$ cat config.mk
export PLATFORM = sky130hd
export DESIGN_NAME = crc_trailer_monitor
export DESIGN_NICKNAME = d
export VERILOG_FILES = /design/src/rtl/rtm_pkg.sv /design/src/rtl/rtm_pos_tracker.sv /design/src/rtl/rtm_trailer_capture.sv /design/src/rtl/rtm_verdict.sv /design/src/rtl/crc_trailer_monitor.sv
export SDC_FILE = /design/constraint.sdc
export NUM_CORES = 1
export LEC_CHECK = 0
export CAP_MARGIN = 20
export CORE_MARGIN = 5
export CORE_UTILIZATION = 24
export CTS_CLUSTER_DIAMETER = 30
export DETAILED_ROUTE_END_ITERATION = 7
export DONT_BUFFER_PORTS = 1
export PLACE_DENSITY = 0.44
export REMOVE_ABC_BUFFERS = 1
export SKIP_CTS_REPAIR_TIMING = 1
export SYNTH_ARGS = -nofsm -noshare
export SYNTH_HDL_FRONTEND = slang
export SYNTH_SLANG_ARGS = --single-unit
$ cat constraint.sdc
create_clock -name clk -period 2.5 [get_ports clk]
set_clock_uncertainty 0.2 [all_clocks]
set_input_delay 0.5 -clock clk [delete_from_list [all_inputs] [get_ports clk]]
set_output_delay 0.5 -clock clk [all_outputs]
set_load 0.005 [all_outputs]
$ cat src/rtl/rtm_pkg.sv
package rtm_pkg;

   // per-cycle position decode shared between tracker and the rest
   typedef struct packed {
      logic take;        // bit accepted into the current frame
      logic at_last;     // accepted bit is the frame's final bit
      logic in_trailer;  // current position lies inside the trailer
      logic cut;         // frame_start arrived mid-frame
   } pos_info_t;

   function automatic int unsigned pos_width(input int unsigned nbits);
      return (nbits < 2) ? 1 : $clog2(nbits);
   endfunction

endpackage

$ cat src/rtl/rtm_pos_tracker.sv
module rtm_pos_tracker
   import rtm_pkg::*;
#(
   parameter int unsigned FRAME_BITS = 64,
   parameter int unsigned CRC_W      = 16
) (
   input  logic      clk,
   input  logic      rst_n,
   input  logic      frame_start,
   input  logic      bit_valid,
   output pos_info_t info
);
   localparam int unsigned POS_W = pos_width(FRAME_BITS);
   localparam logic [POS_W-1:0] LAST_POS  = POS_W'(FRAME_BITS - 1);
   localparam logic [POS_W-1:0] TRAIL_POS = POS_W'(FRAME_BITS - CRC_W);

   logic [POS_W-1:0] pos_q;
   logic [POS_W-1:0] pos_eff;
   logic             locked_q;

   always_comb begin
      pos_eff         = frame_start ? '0 : pos_q;
      info.take       = bit_valid & (locked_q | frame_start);
      info.at_last    = info.take & (pos_eff == LAST_POS);
      info.in_trailer = (pos_eff >= TRAIL_POS);
      info.cut        = frame_start & locked_q & (pos_q != '0);
   end

   always_ff @(posedge clk) begin
      if (!rst_n) begin
         pos_q    <= '0;
         locked_q <= 1'b0;
      end else begin
         if (frame_start)
            locked_q <= 1'b1;
         if (info.take)
            pos_q <= info.at_last ? '0 : pos_eff + POS_W'(1);
         else if (frame_start)
            pos_q <= '0;
      end
   end
endmodule

$ cat src/rtl/rtm_trailer_capture.sv
module rtm_trailer_capture #(
   parameter int unsigned CRC_W = 16
) (
   input  logic             clk,
   input  logic             rst_n,
   input  logic             shift_en,
   input  logic             bit_in,
   output logic [CRC_W-1:0] word_now
);
   // holds the trailer bits seen so far; the live bit completes the word
   logic [CRC_W-2:0] hist_q;

   assign word_now = {hist_q, bit_in};

   always_ff @(posedge clk) begin
      if (!rst_n)
         hist_q <= '0;
      else if (shift_en)
         hist_q <= word_now[CRC_W-2:0];
   end
endmodule

$ cat src/rtl/rtm_verdict.sv
module rtm_verdict #(
   parameter int unsigned CRC_W = 16,
   parameter int unsigned CNT_W = 16
) (
   input  logic             clk,
   input  logic             rst_n,
   input  logic             at_last,
   input  logic             cut,
   input  logic [CRC_W-1:0] word_now,
   input  logic [CRC_W-1:0] ref_crc,
   input  logic             err_clear,
   output logic             check_done,
   output logic             mismatch,
   output logic             framing_err,
   output logic             sticky_err,
   output logic [CNT_W-1:0] frame_count
);
   localparam logic [CNT_W-1:0] CNT_MAX = '1;

   logic differs;
   assign differs = (word_now != ref_crc);

   always_ff @(posedge clk) begin
      if (!rst_n) begin
         check_done  <= 1'b0;
         mismatch    <= 1'b0;
         framing_err <= 1'b0;
         sticky_err  <= 1'b0;
         frame_count <= '0;
      end else begin
         check_done  <= at_last;
         framing_err <= cut;
         if (at_last)
            mismatch <= differs;
         sticky_err <= (at_last & differs) | (sticky_err & ~err_clear);
         if (at_last && frame_count != CNT_MAX)
            frame_count <= frame_count + CNT_W'(1);
      end
   end
endmodule

$ cat src/rtl/crc_trailer_monitor.sv
module crc_trailer_monitor
   import rtm_pkg::*;
#(
   parameter int unsigned FRAME_BITS = 64,
   parameter int unsigned CRC_W      = 16,
   parameter int unsigned CNT_W      = 16
) (
   input  logic             clk,
   input  logic             rst_n,
   input  logic             bit_in,
   input  logic             bit_valid,
   input  logic             frame_start,
   input  logic [CRC_W-1:0] ref_crc,
   input  logic             err_clear,
   output logic             check_done,
   output logic             mismatch,
   output logic             framing_err,
   output logic             sticky_err,
   output logic [CNT_W-1:0] frame_count
);
   generate
      if (CRC_W < 2) begin : g_bad_crc_w
         $error("crc_trailer_monitor: CRC_W must be at least 2");
      end
      if (FRAME_BITS <= CRC_W + 1) begin : g_bad_frame
         $error("crc_trailer_monitor: FRAME_BITS must exceed CRC_W by at least 2");
      end
      if (CNT_W < 1) begin : g_bad_cnt_w
         $error("crc_trailer_monitor: CNT_W must be at least 1");
      end
   endgenerate

   pos_info_t        info;
   logic [CRC_W-1:0] word_now;

   rtm_pos_tracker #(.FRAME_BITS(FRAME_BITS), .CRC_W(CRC_W)) u_pos (
      .clk         (clk),
      .rst_n       (rst_n),
      .frame_start (frame_start),
      .bit_valid   (bit_valid),
      .info        (info)
   );

   rtm_trailer_capture #(.CRC_W(CRC_W)) u_cap (
      .clk      (clk),
      .rst_n    (rst_n),
      .shift_en (info.take & info.in_trailer),
      .bit_in   (bit_in),
      .word_now (word_now)
   );

   rtm_verdict #(.CRC_W(CRC_W), .CNT_W(CNT_W)) u_verdict (
      .clk         (clk),
      .rst_n       (rst_n),
      .at_last     (info.at_last),
      .cut         (info.cut),
      .word_now    (word_now),
      .ref_crc     (ref_crc),
      .err_clear   (err_clear),
      .check_done  (check_done),
      .mismatch    (mismatch),
      .framing_err (framing_err),
      .sticky_err  (sticky_err),
      .frame_count (frame_count)
   );
endmodule

======== Word-level counts from Yosys, hierarchy flattened ========
Index checks and enable logic that the tools add are counted.
word-level totals
  bits in registers ....................... 42
  input bits .............................. 22
  output and inout port bits .............. 20
  word-level logic and storage cells ...... 29
cells by class
  add/subtract/negate cells ............... 2
  $lt $le $gt $ge ......................... 1
  equality and inequality tests ........... 3
  multiplexer cells ....................... 3
  bitwise logic cells ..................... 10
  reduce and logical (&&, ||, !) cells .... 2
operators with widths
  cell                                                             number
  6-bit two-way mux                                                3
  16-bit by 1-bit adder with 16-bit output, second input constant  1
  16-bit inequality test                                           1
  16-bit inequality test, second input constant                    1
  1-bit AND                                                        7
  6-bit by 1-bit adder with 6-bit output, second input constant    1
  6-bit equality test, second input constant                       1
  6-bit greater-or-equal comparator, second input constant         1
  6-bit nonzero test                                               1
  1-bit OR                                                         2
  1-bit logical AND                                                1
  1-bit inverter                                                   1

======== Logic depth before layout (Yosys ltp) ========
Gate-level depths: netlist (run 1).
  depth in word-level cells ............... 5
  gate-level depth with buffers ........... 9
  mapped depth without buffers ............ 7

======== By module ========
A second synthesis (run 1) with hierarchy kept.
second synthesis, totals
  cells, all modules ...................... 221
  area, all modules ....................... 2139.6 um^2
by module, submodules not included
  module               times used  cells each  area an instance (um^2)  sequential area each (um^2)
  rtm_verdict          1           126         1141.1                   400.4
  rtm_trailer_capture  1           49          586.8                    300.3
  rtm_pos_tracker      1           45          405.4                    140.1
  crc_trailer_monitor  1           1           6.3                      0.0

======== Least setup slack after synthesis (run 1) ========
Ideal clock, no wire load.
  path kind ............................... input port to flip-flop
  start point ............................. input frame_start
  end point ............................... register u_verdict.frame_count[11]
  setup time .............................. 72 ps
  arrival ................................. 2230 ps
  required time ........................... 2228 ps
  path slack .............................. -2 ps
  stages on the path ...................... 8
  buffers on the path ..................... 1
  path through ............................ buf_2 > nor2b_1 > ha_1 > nand2_1 > or3_4 > nor4_4 > and4_1 > mux2i_1
on the way
  cells in the longest elaborated chain, start to end .. 4
  elaborated cells on any way between the ends .. 6
  classes of those cells .................. eq/ne (1); mux (1); bitwise (3); reduce/logical (1)
RTL lines
  what                                                     line                                          RTL
  start: declaration                                       crc_trailer_monitor.sv:12                     input logic frame_start,
  6-bit two-way mux / 1-bit OR (equally long branches)     --
  6-bit equality test / 1-bit AND (equally long branches)  rtm_pos_tracker.sv:24, rtm_pos_tracker.sv:23
  1-bit AND (*)                                            rtm_pos_tracker.sv:24                         info.at_last = info.take & (pos_eff == LAST_POS);
  1-bit logical AND (*)                                    rtm_verdict.sv:36                             if (at_last && frame_count != CNT_MAX)
  end signal: assignment                                   rtm_verdict.sv:37                             frame_count <= frame_count + CNT_W'(1);
  end: declaration                                         rtm_verdict.sv:16                             output logic [CNT_W-1:0] frame_count
Every way passes the cells marked *; elsewhere a longest branch is shown, timed or not.
A chain may end at the register's enable or synchronous reset.

======== Final worst setup path (run 1) ========
  start point ............................. register u_pos.pos_q[0]
  end point ............................... register u_verdict.frame_count[11]
on the way
  cells in the longest elaborated chain, start to end .. 4
RTL lines
  what                      line                   RTL
  start: declaration        rtm_pos_tracker.sv:17  logic [POS_W-1:0] pos_q;
  start signal: assignment  rtm_pos_tracker.sv:37  pos_q <= info.at_last ? '0 : pos_eff + POS_W'(1);
  6-bit two-way mux         --
  6-bit equality test       rtm_pos_tracker.sv:24
  1-bit AND                 rtm_pos_tracker.sv:24
  1-bit logical AND         rtm_verdict.sv:36
Every way passes these cells.

==> impl_metrics.tcl, run 1 <==
set metrics [dict create \
    power_mw 1.251 \
    root_buffer "clkbuf_8" \
    area_growth_pct 12.58 \
    first_global_vias 1503 \
    ys_ff_latch 42 \
    crit_path_end_kind "flip-flop" \
    slowest_delay_ns 0.39 \
    slowest_stage "or3_4" \
    synth_area_leaders "dfxtp_1 (40%), xor2_1 (9.2%), mux2i_1 (9.1%)" \
    timing.final.crit_period_ns 2.246 \
    grt_use_met2 0.1549 \
    wirelength_um 4771 \
    hp-start "frame_start" \
    yosys.area.top_type_share 0.4026 \
    start_util 0.2430 \
    antenna_cells 0 \
    nets 248 \
    r2r_slack_ns 0.25 \
    track_usage 0.09192 \
    period_share 0.8985 \
    clock.fmax_mhz 445.2 \
    yosysUniqueCellTypes 40 \
    dr_total_vias 1500 \
    synthCells 219 \
    cts.htree.levels 2 \
    hold_class "in2reg" \
    critPathKind "reg2reg" \
    port_buffers 0 \
    busiest_layer "met2" \
    cp_max_fo 4 \
    synth_edf_count 0 \
    path_cells "nor2b_2 -> ha_1 -> nand2_1 -> or3_4 -> nor4_4 -> and4_1 -> mux2i_1" \
    core_area_um2 8593 \
    max-slew-margin-rel 0.7225 \
    grt_overflow 0 \
    status "completed" \
    drc 0 \
    p_per_area_nw_per_um2 532.2 \
    synth_async_sr_flop_share 0 \
    grt_max_degree 48 \
    ys_seq_area_frac 0.4026 \
    r2r-start "u_pos.pos_q[0]" \
    syn_area_um2 2088 \
    rsz0062_at_grt "no" \
    hold_viol 0 \
    yosysTopAreaCell "dfxtp_1" \
    die-area_um2 10670 \
    cp_data_arrival_time_ns 2.27 \
    yosysWarnings 0 \
    leakagePower_nw 1.015 \
    grt_use_met1 0.1045 \
    clk_path_buf_depth 2 \
    required_ns 2.52 \
    grt_first_pass_wirelength_um 7493 \
    max_cap_viol_count 0 \
    dpl.hpwl_um 3468 \
    vdd_ir_drop_max_mv 0.1954 \
    avgSynthCellArea_um2 9.535 \
    via_per_inst 4.518 \
    fin_setup_tns_ns 0 \
    clk_pin_slew_worst_paths_ns 0.08 \
    cts_tree "yes" \
    die_h_um 103.3 \
    clock_sinks 42 \
    finalSetupViolCount 0 \
    drt_iter0_drc 62 \
    boundaryPins 42 \
    holdPathStages 1 \
    antenna_found_initial 0 \
    insertion_delay_ns 0.29 \
    place.gp.congestion 0.6980 \
    cp.buffers_inverters 0 \
    met3_usage 0.04024 \
    r2r_cells 7 \
    drtPass1Iterations 4 \
    worst_pin_slew_ns 0.4119 \
    drt-wirelength-per-cell_um 14.37 \
    hold-path-endpoint "u_pos.pos_q[3]" \
    die_w_um 103.3 \
    drv_slew 0 \
    start_kind "flip-flop" \
    timing.rr.end "u_verdict.frame_count[11]" \
    ys.flop_type "dfxtp_1" \
    rows 34 \
    drive_gt1_frac 0.08929 \
    critPathTopFamily "simple AND/OR/NAND/NOR gates" \
    antenna_left 0 \
    cts_buffers 5 \
]
==> state kept, by name, summed over array words and instances, names as in the netlist <==
register               flops
u_verdict.frame_count     16
u_cap.hist_q              15
u_pos.pos_q                6
u_pos.locked_q             1
u_verdict.check_done       1
u_verdict.framing_err      1
u_verdict.mismatch         1
u_verdict.sticky_err       1
==> metal layers <==
| metal | wire length (µm) | up-vias | part of all wire |
|---|---|---|---|
| li1 | - | 781 | - |
| met1 | 2076 | 682 | 0.44 |
| met2 | 2253 | 33 | 0.47 |
| met3 | 396 | 4 | 0.083 |
| met4 | 44 | 0 | 0.0092 |
| met5 | 0 | - | 0 |
==> cells in the final DEF, fill, tap and decap left out, types with 7 or more instances in the layout <==
cell / n
nand2_1: 12
nand3_1: 10
buf_4: 7
and2_1: 11
nand4_1: 9
xor2_1: 22
dfxtp_1: 42
mux2i_1: 19
nor2b_1: 18
==> worst register-to-register path, cell delays in order, from the launching register on <==
cell	delay (ns)
dfxtp_1	0.35
nor2b_2	0.21
ha_1	0.21
nand2_1	0.08
or3_4	0.39
nor4_4	0.33
and4_1	0.25
mux2i_1	0.17
==> layout make-up <==
cell class	count	area, µm²
clock buffers	6	82.58
clock inverters	1	30.03
inverters	2	7.507
multi-input cells	166	1202
flip-flops and latches	42	840.8
repair buffers	7	52.55
well taps	108	135.1
fillers	944	6242
==> power breakdown <==
group | internal [mW] | total (mW) | switching [mW] | leakage (nW)
sequential | 0.671 | 0.674 | 0.00323 | 0.339
clock | 0.320 | 0.550 | 0.230 | 0.0573
combinational | 0.0170 | 0.0272 | 0.0103 | 0.619
==> kinds of logic after synthesis <==
group                    count (synthesis)  share of synthesized area
flip-flops                              42                     0.4026
buffers and inverters                   11                    0.02277
adder cells (fa/ha/maj)                  2                    0.01198
AO/OA/AOI/OAI                           19                    0.06471
XOR/XNOR                                26                     0.1090
AND/OR/NAND/NOR                        100                     0.2978
multiplexers                            19                    0.09107
==> worst max-delay path by stage <==
stage | cells past startpoint | to | startpoint
floorplan | 7 | u_verdict.frame_count[11] | frame_start
global placement | 7 | u_verdict.frame_count[11] | frame_start
detailed placement | 8 | u_verdict.frame_count[13] | frame_start
CTS | 8 | u_verdict.frame_count[13] | u_pos.pos_q[0]
global route | 7 | u_verdict.frame_count[11] | u_pos.pos_q[1]
finish | 7 | u_verdict.frame_count[11] | u_pos.pos_q[0]
==> synth_stat cells, types with 4 or more instances <==
cell type / number
and2_1: 11
nor4_1: 6
nand2_1: 12
mux2i_1: 19
nand4_1: 9
nand3_1: 10
nor2_1: 6
dfxtp_1: 42
nor3_1: 4
clkbuf_1: 6
nand2b_1: 5
xor2_1: 22
nor2b_1: 19
xnor2_1: 4
==> per-stage QoR <==
step	instance area (µm²)	setup slack [ns]	instances	hold slack, ns	util
final	2351	0.2538	332	0.08171	0.2736
after global routing	2351	0.06655	332	0.05913	0.2736
after CTS	2349	0.1537	332	0.06507	0.2733
after detailed placement	2236	0.05681	325	0.3098	0.2602
after global placement	2236	0.1153	325	0.2984	0.2602
after floorplan	2048	0.1619	210	0.2747	-
Note: power is estimated with default switching activity, not from simulation.
==> run 2: changes to the inputs <==
--- a/config.mk
+++ b/config.mk
@@ -11,7 +11,7 @@
 export CTS_CLUSTER_DIAMETER = 30
 export DETAILED_ROUTE_END_ITERATION = 7
 export DONT_BUFFER_PORTS = 1
-export PLACE_DENSITY = 0.44
+export PLACE_DENSITY_LB_ADDON = 0.05
 export REMOVE_ABC_BUFFERS = 1
 export SKIP_CTS_REPAIR_TIMING = 1
 export SYNTH_ARGS = -nofsm -noshare
==> run 2 against run 1 <==
Effect of this change: first-iteration DRC count down 50%; die area unchanged; via count up 5.7%; register-to-register slack worse by 0.02 ns; cell count up 1.2%; cell area about the same; clock-buffer cell count up 1; combinational power up 5%; fmax down 0.72%; global-route usage up 0.64 points; power down 8.0%; sequential cell count unchanged; critical path type unchanged; highest routed layer unchanged.
==> impl_metrics.tcl, run 2 (same netlist as run 1, synthesis figures left out) <==
set metrics [dict create \
    status "completed" \
    first_global_vias 1708 \
    antenna_found_initial 0 \
    hold_viol 0 \
    drt-wirelength-per-cell_um 14.46 \
    clock.fmax_mhz 442.0 \
    final_cell_mix "dfxtp_1 (42), xor2_1 (22), nor2b_1 (19), mux2i_1 (19), nand2_1 (12)" \
    final_common_cell "dfxtp_1" \
    cts_buffers 5 \
    core_area_um2 8593 \
    path_cells "nor2b_1 -> ha_1 -> nand2_1 -> or3_4 -> buf_4 -> nor4_1 -> nand3b_1 -> o211a_1" \
    finalSetupViolCount 0 \
    die_w_um 103.3 \
    crit_path_end_kind "flip-flop" \
    grt_max_degree 48 \
    cp_max_fo 4 \
    start_kind "flip-flop" \
    reg_top3 "u_verdict.frame_count: 16 flops, u_cap.hist_q: 15 flops, u_pos.pos_q: 6 flops" \
    vdd_ir_drop_max_mv 0.1550 \
    track_usage 0.09833 \
    slowest_delay_ns 0.39 \
    regMostFlops "u_verdict.frame_count" \
    place.gp.congestion 0.7803 \
    antenna_left 0 \
    max_cap_viol_count 0 \
    cts_tree "yes" \
    dpl.hpwl_um 3648 \
    period_share 0.9050 \
    via_per_inst 4.720 \
    cp_data_arrival_time_ns 2.25 \
    drtPass1Iterations 4 \
    drive_gt1_frac 0.09649 \
    insertion_delay_ns 0.29 \
    clk_path_buf_depth 2 \
    root_buffer "clkbuf_8" \
    critPathLaunch "u_pos.pos_q[1]" \
    cp.buffers_inverters 1 \
    area_growth_pct 12.52 \
    clock_sinks 42 \
    clk_pin_slew_worst_paths_ns 0.08 \
    nets 251 \
    fin_setup_tns_ns 0 \
    grt_first_pass_wirelength_um 8211 \
    max-slew-margin-rel 0.6888 \
    drv_slew 0 \
    r2r_cells 8 \
    fin_util 0.2734 \
    drt_iter0_drc 31 \
    cts.htree.levels 2 \
    leakagePower_nw 1.019 \
    die_h_um 103.3 \
    cp.depth 8 \
    required_ns 2.49 \
    rsz0062_at_grt "no" \
    r2r-start "u_pos.pos_q[1]" \
    die-area_um2 10670 \
    worst_pin_slew_ns 0.4619 \
    antenna_cells 0 \
    dr_total_vias 1586 \
    timing.final.crit_period_ns 2.262 \
    p_per_area_nw_per_um2 489.7 \
    rows 34 \
    critPathCapture "u_verdict.frame_count[12]" \
    port_buffers 0 \
    critPathTopFamily "simple AND/OR/NAND/NOR gates" \
    grt_overflow 0 \
    wirelength_um 4857 \
    r2r_slack_ns 0.24 \
    largest_reg_flops 16 \
    hold_ws_ns 0.08053 \
    boundaryPins 42 \
    timing.rr.end "u_verdict.frame_count[12]" \
    slowest_stage "or3_4" \
    critPathKind "reg2reg" \
    drc 0 \
    hold_class "in2reg" \
    start_util 0.2430 \
]
-- run 2: changes by cell type in the layout (fill, tap and decap cells not counted), sizes merged --
cell    delta
clkinv     +1
buf        +3
clkbuf     +1
bufinv     -1
-- run 2: layer usage --
layer | routed length [µm] | global-route usage | vias up
li1 | - | - | 786
met1 | 2095 | 0.1151 | 755
met2 | 2289 | 0.1633 | 40
met3 | 409 | 0.04024 | 5
met4 | 63 | 0.03287 | 0
met5 | 0 | 0 | -
-- run 2: power breakdown --
part	switching [mW]	total [mW]	internal (mW)	leakage (nW)
clock network	0.225	0.448	0.223	0.0482
logic	0.0109	0.0285	0.0176	0.632
registers	0.00317	0.674	0.671	0.339
-- run 2: worst min path at each step --
| stage | slack (ns) | start | cells after the start | to |
|---|---|---|---|---|
| floorplan | 0.27 | u_verdict.frame_count[7] | 2 | u_verdict.frame_count[7] |
| global placement | 0.30 | u_verdict.frame_count[7] | 2 | u_verdict.frame_count[7] |
| detailed placement | 0.31 | u_verdict.frame_count[7] | 2 | u_verdict.frame_count[7] |
| CTS | 0.07 | frame_start | 1 | u_pos.pos_q[3] |
| global route | 0.06 | frame_start | 1 | u_pos.pos_q[3] |
| finish | 0.08 | frame_start | 1 | u_pos.pos_q[3] |
-- run 2: through the flow --
stage / total power, mW / setup WS [ns] / cell area, µm² / std cells
after CTS: 1.184 / 0.1718 / 2350 / 336
after floorplan: 0.7132 / 0.1619 / 2048 / 210
after detailed placement: 0.7186 / 0.08035 / 2258 / 328
final: 1.151 / 0.2375 / 2350 / 336
after global routing: 1.212 / 0.07231 / 2350 / 336
after global placement: 0.7185 / 0.1379 / 2258 / 328
-- run 2: area by class of cell --
class	count	area (µm²)
Sequential cell	42	840.8
Clock buffer	7	86.33
Inverter	2	7.507
Multi-Input combinational cell	166	1200
Fill cell	924	6243
Timing Repair Buffer	10	75.07
Clock inverter	1	5.005
Tap cell	108	135.1
==> run 3: changes to the inputs <==
==> constraint.sdc (replaced) <==
create_clock -name clk -period 2.5 [get_ports clk]
set_clock_uncertainty 0.2 [all_clocks]
set_input_delay 0.375 -clock clk [delete_from_list [all_inputs] [get_ports clk]]
set_output_delay 0.375 -clock clk [all_outputs]
set_load 0.005 [all_outputs]
==> run 3 against run 2 <==
Effect of this change: first-iteration DRC count fell by 16%; critical path depth fell by 1; clock power rose by 19%; die area did not move; via count fell by 2.4%; power rose by 7.9%; sequential power barely moved; fmax rose by 0.38%; cell area rose by 0.59%; clock-buffer cell count fell by 1; sequential share of layout area fell by 0.21 points.
==> impl_metrics.tcl, run 3 (same netlist as run 1, synthesis figures left out) <==
set metrics [dict create \
    cp.buffers_inverters 0 \
    clk_path_buf_depth 2 \
    cp_max_fo 5 \
    crit_path_end_kind "flip-flop" \
    core_area_um2 8593 \
    slowest_stage "or3_4" \
    required_ns 2.53 \
    hold-path-endpoint "u_verdict.frame_count[4]" \
    path_cells "nor2b_2 -> ha_1 -> nand2_1 -> or3_4 -> nor4_4 -> and4_1 -> mux2i_1" \
    via_per_inst 4.635 \
    die_h_um 103.3 \
    r2r_cells 7 \
    power.net_switching_mw 0.2521 \
    power_frac_clock 0.430 \
    slowest_delay_ns 0.42 \
    clock_sinks 42 \
    root_buffer "clkbuf_8" \
    period_share 0.9015 \
    r2r_slack_ns 0.25 \
    combPwrFrac 0.027 \
    vdd_ir_drop_max_mv 0.1930 \
    regMostFlops "u_verdict.frame_count" \
    cts_tree "yes" \
    clock.fmax_mhz 443.7 \
    first_global_vias 1603 \
    reg_top3 "u_verdict.frame_count: 16 flops, u_cap.hist_q: 15 flops, u_pos.pos_q: 6 flops" \
    drtPass1Iterations 4 \
    antenna_found_initial 0 \
    max_cap_viol_count 0 \
    fin_setup_tns_ns 0 \
    drc 0 \
    clk_pin_slew_worst_paths_ns 0.08 \
    status "completed" \
    drt_iter0_drc 26 \
    cp_data_arrival_time_ns 2.28 \
    track_usage 0.09567 \
    hold_class "in2reg" \
    drive_gt1_frac 0.07965 \
    antenna_left 0 \
    post_dp_cell_area_um2 2221 \
    place.gp.congestion 0.7961 \
    rsz0062_at_grt "no" \
    critPathKind "reg2reg" \
    grt_max_degree 48 \
    finalSetupViolCount 0 \
    holdPathStages 1 \
    start_util 0.2430 \
    finalNonFillerCells 334 \
    antenna_cells 0 \
    p_int_mw 0.9892 \
    dpl.hpwl_um 3561 \
    timing.rr.end "u_verdict.frame_count[11]" \
    rows 34 \
    r2r-start "u_pos.pos_q[0]" \
    final_cell_mix "dfxtp_1 (42), xor2_1 (22), mux2i_1 (19)" \
    fillers 934 \
    place_inst 323 \
    hp-start "rst_n" \
    final_area_um2 2364 \
    final_common_cell "dfxtp_1" \
    critPathTopFamily "simple AND/OR/NAND/NOR gates" \
    drv_slew 0 \
    insertion_delay_ns 0.29 \
    grt_first_pass_wirelength_um 7907 \
    drt-wirelength-per-cell_um 14.75 \
    die-area_um2 10670 \
    die_w_um 103.3 \
    wirelength_um 4925 \
    max-slew-margin-rel 0.6334 \
    dr_total_vias 1548 \
    seq_power_share 0.543 \
    grt_overflow 0 \
    largest_reg_flops 16 \
    p_per_area_nw_per_um2 525.2 \
    area_growth_pct 13.18 \
    p_sw_frac 0.2031 \
    worst_pin_slew_ns 0.5458 \
    start_kind "flip-flop" \
    hold_viol 0 \
    cts.htree.levels 2 \
    boundaryPins 42 \
    leakagePower_nw 1.010 \
    cts_buffers 5 \
    nets 249 \
    timing.final.crit_period_ns 2.254 \
    port_buffers 0 \
]
==> run 3: changes by cell type in the layout (fill, tap and decap cells not counted) <==
| cell | change |
|---|---|
| clkinv_2 | -1 |
| clkinvlp_4 | +1 |
| buf_4 | -5 |
| nor2b_2 | +1 |
| dlygate4sd3_1 | +3 |
| bufinv_16 | +1 |
| nor2b_1 | -1 |
| clkbuf_8 | -1 |
==> run 3: layout make-up <==
cell class	instances	area, µm²	share of cell area
Clock buffer	6	72.57	0.03070
Timing Repair Buffer	8	67.56	0.02859
Sequential cell	42	840.8	0.3557
Inverter	2	7.507	0.003176
Clock inverter	2	37.54	0.01588
Multi-Input combinational cell	166	1202	0.5087
Tap cell	108	135.1	0.05717
==> run 3: routing by layer <==
layer / track usage / wire (µm) / vias up
met5: 0 / 0 / -
met4: 0.04084 / 62 / 0
li1: - / - / 780
met3: 0.03555 / 406 / 6
met2: 0.1534 / 2222 / 38
met1: 0.1151 / 2234 / 724
==> run 3: through the flow <==
step	hold slack, ns	total power [mW]	utilization	worst slack (ns)
after global routing	0.002320	1.301	0.2750	0.06847
after detailed placement	0.2596	0.7174	0.2584	0.06956
after global placement	0.2607	0.7171	0.2584	0.1487
final	0.004367	1.241	0.2750	0.2461
after floorplan	0.2517	0.7132	-	0.2869
after CTS	-0.06432	1.265	0.2713	0.05866
==> run 3: worst reg2reg max path, cell delays in order, from the launching register on <==
cell and delay, ns:
dfxtp_1 0.36, nor2b_2 0.22, ha_1 0.21, nand2_1 0.08
or3_4 0.42, nor4_4 0.26, and4_1 0.26, mux2i_1 0.18
==> run 3: worst max path at each step <==
stage | cells after the start | slack, ns | from | to
after floorplan | 7 | 0.29 | frame_start | u_verdict.frame_count[11]
after global placement | 7 | 0.15 | frame_start | u_verdict.frame_count[11]
after detailed placement | 7 | 0.07 | frame_start | u_verdict.frame_count[11]
after CTS | 7 | 0.06 | u_pos.pos_q[0] | u_verdict.frame_count[11]
after global routing | 7 | 0.07 | u_pos.pos_q[0] | u_verdict.frame_count[11]
final | 7 | 0.25 | u_pos.pos_q[0] | u_verdict.frame_count[11]
==> run 3: power groups by stage <==
stage	combinational (mW)	sequential, mW	clock [mW]
global route	0.0375	0.675	0.588
CTS	0.0276	0.674	0.563
floorplan	0.0240	0.689	0
detailed placement	0.0273	0.690	0
global placement	0.0273	0.690	0
finish	0.0338	0.674	0.533
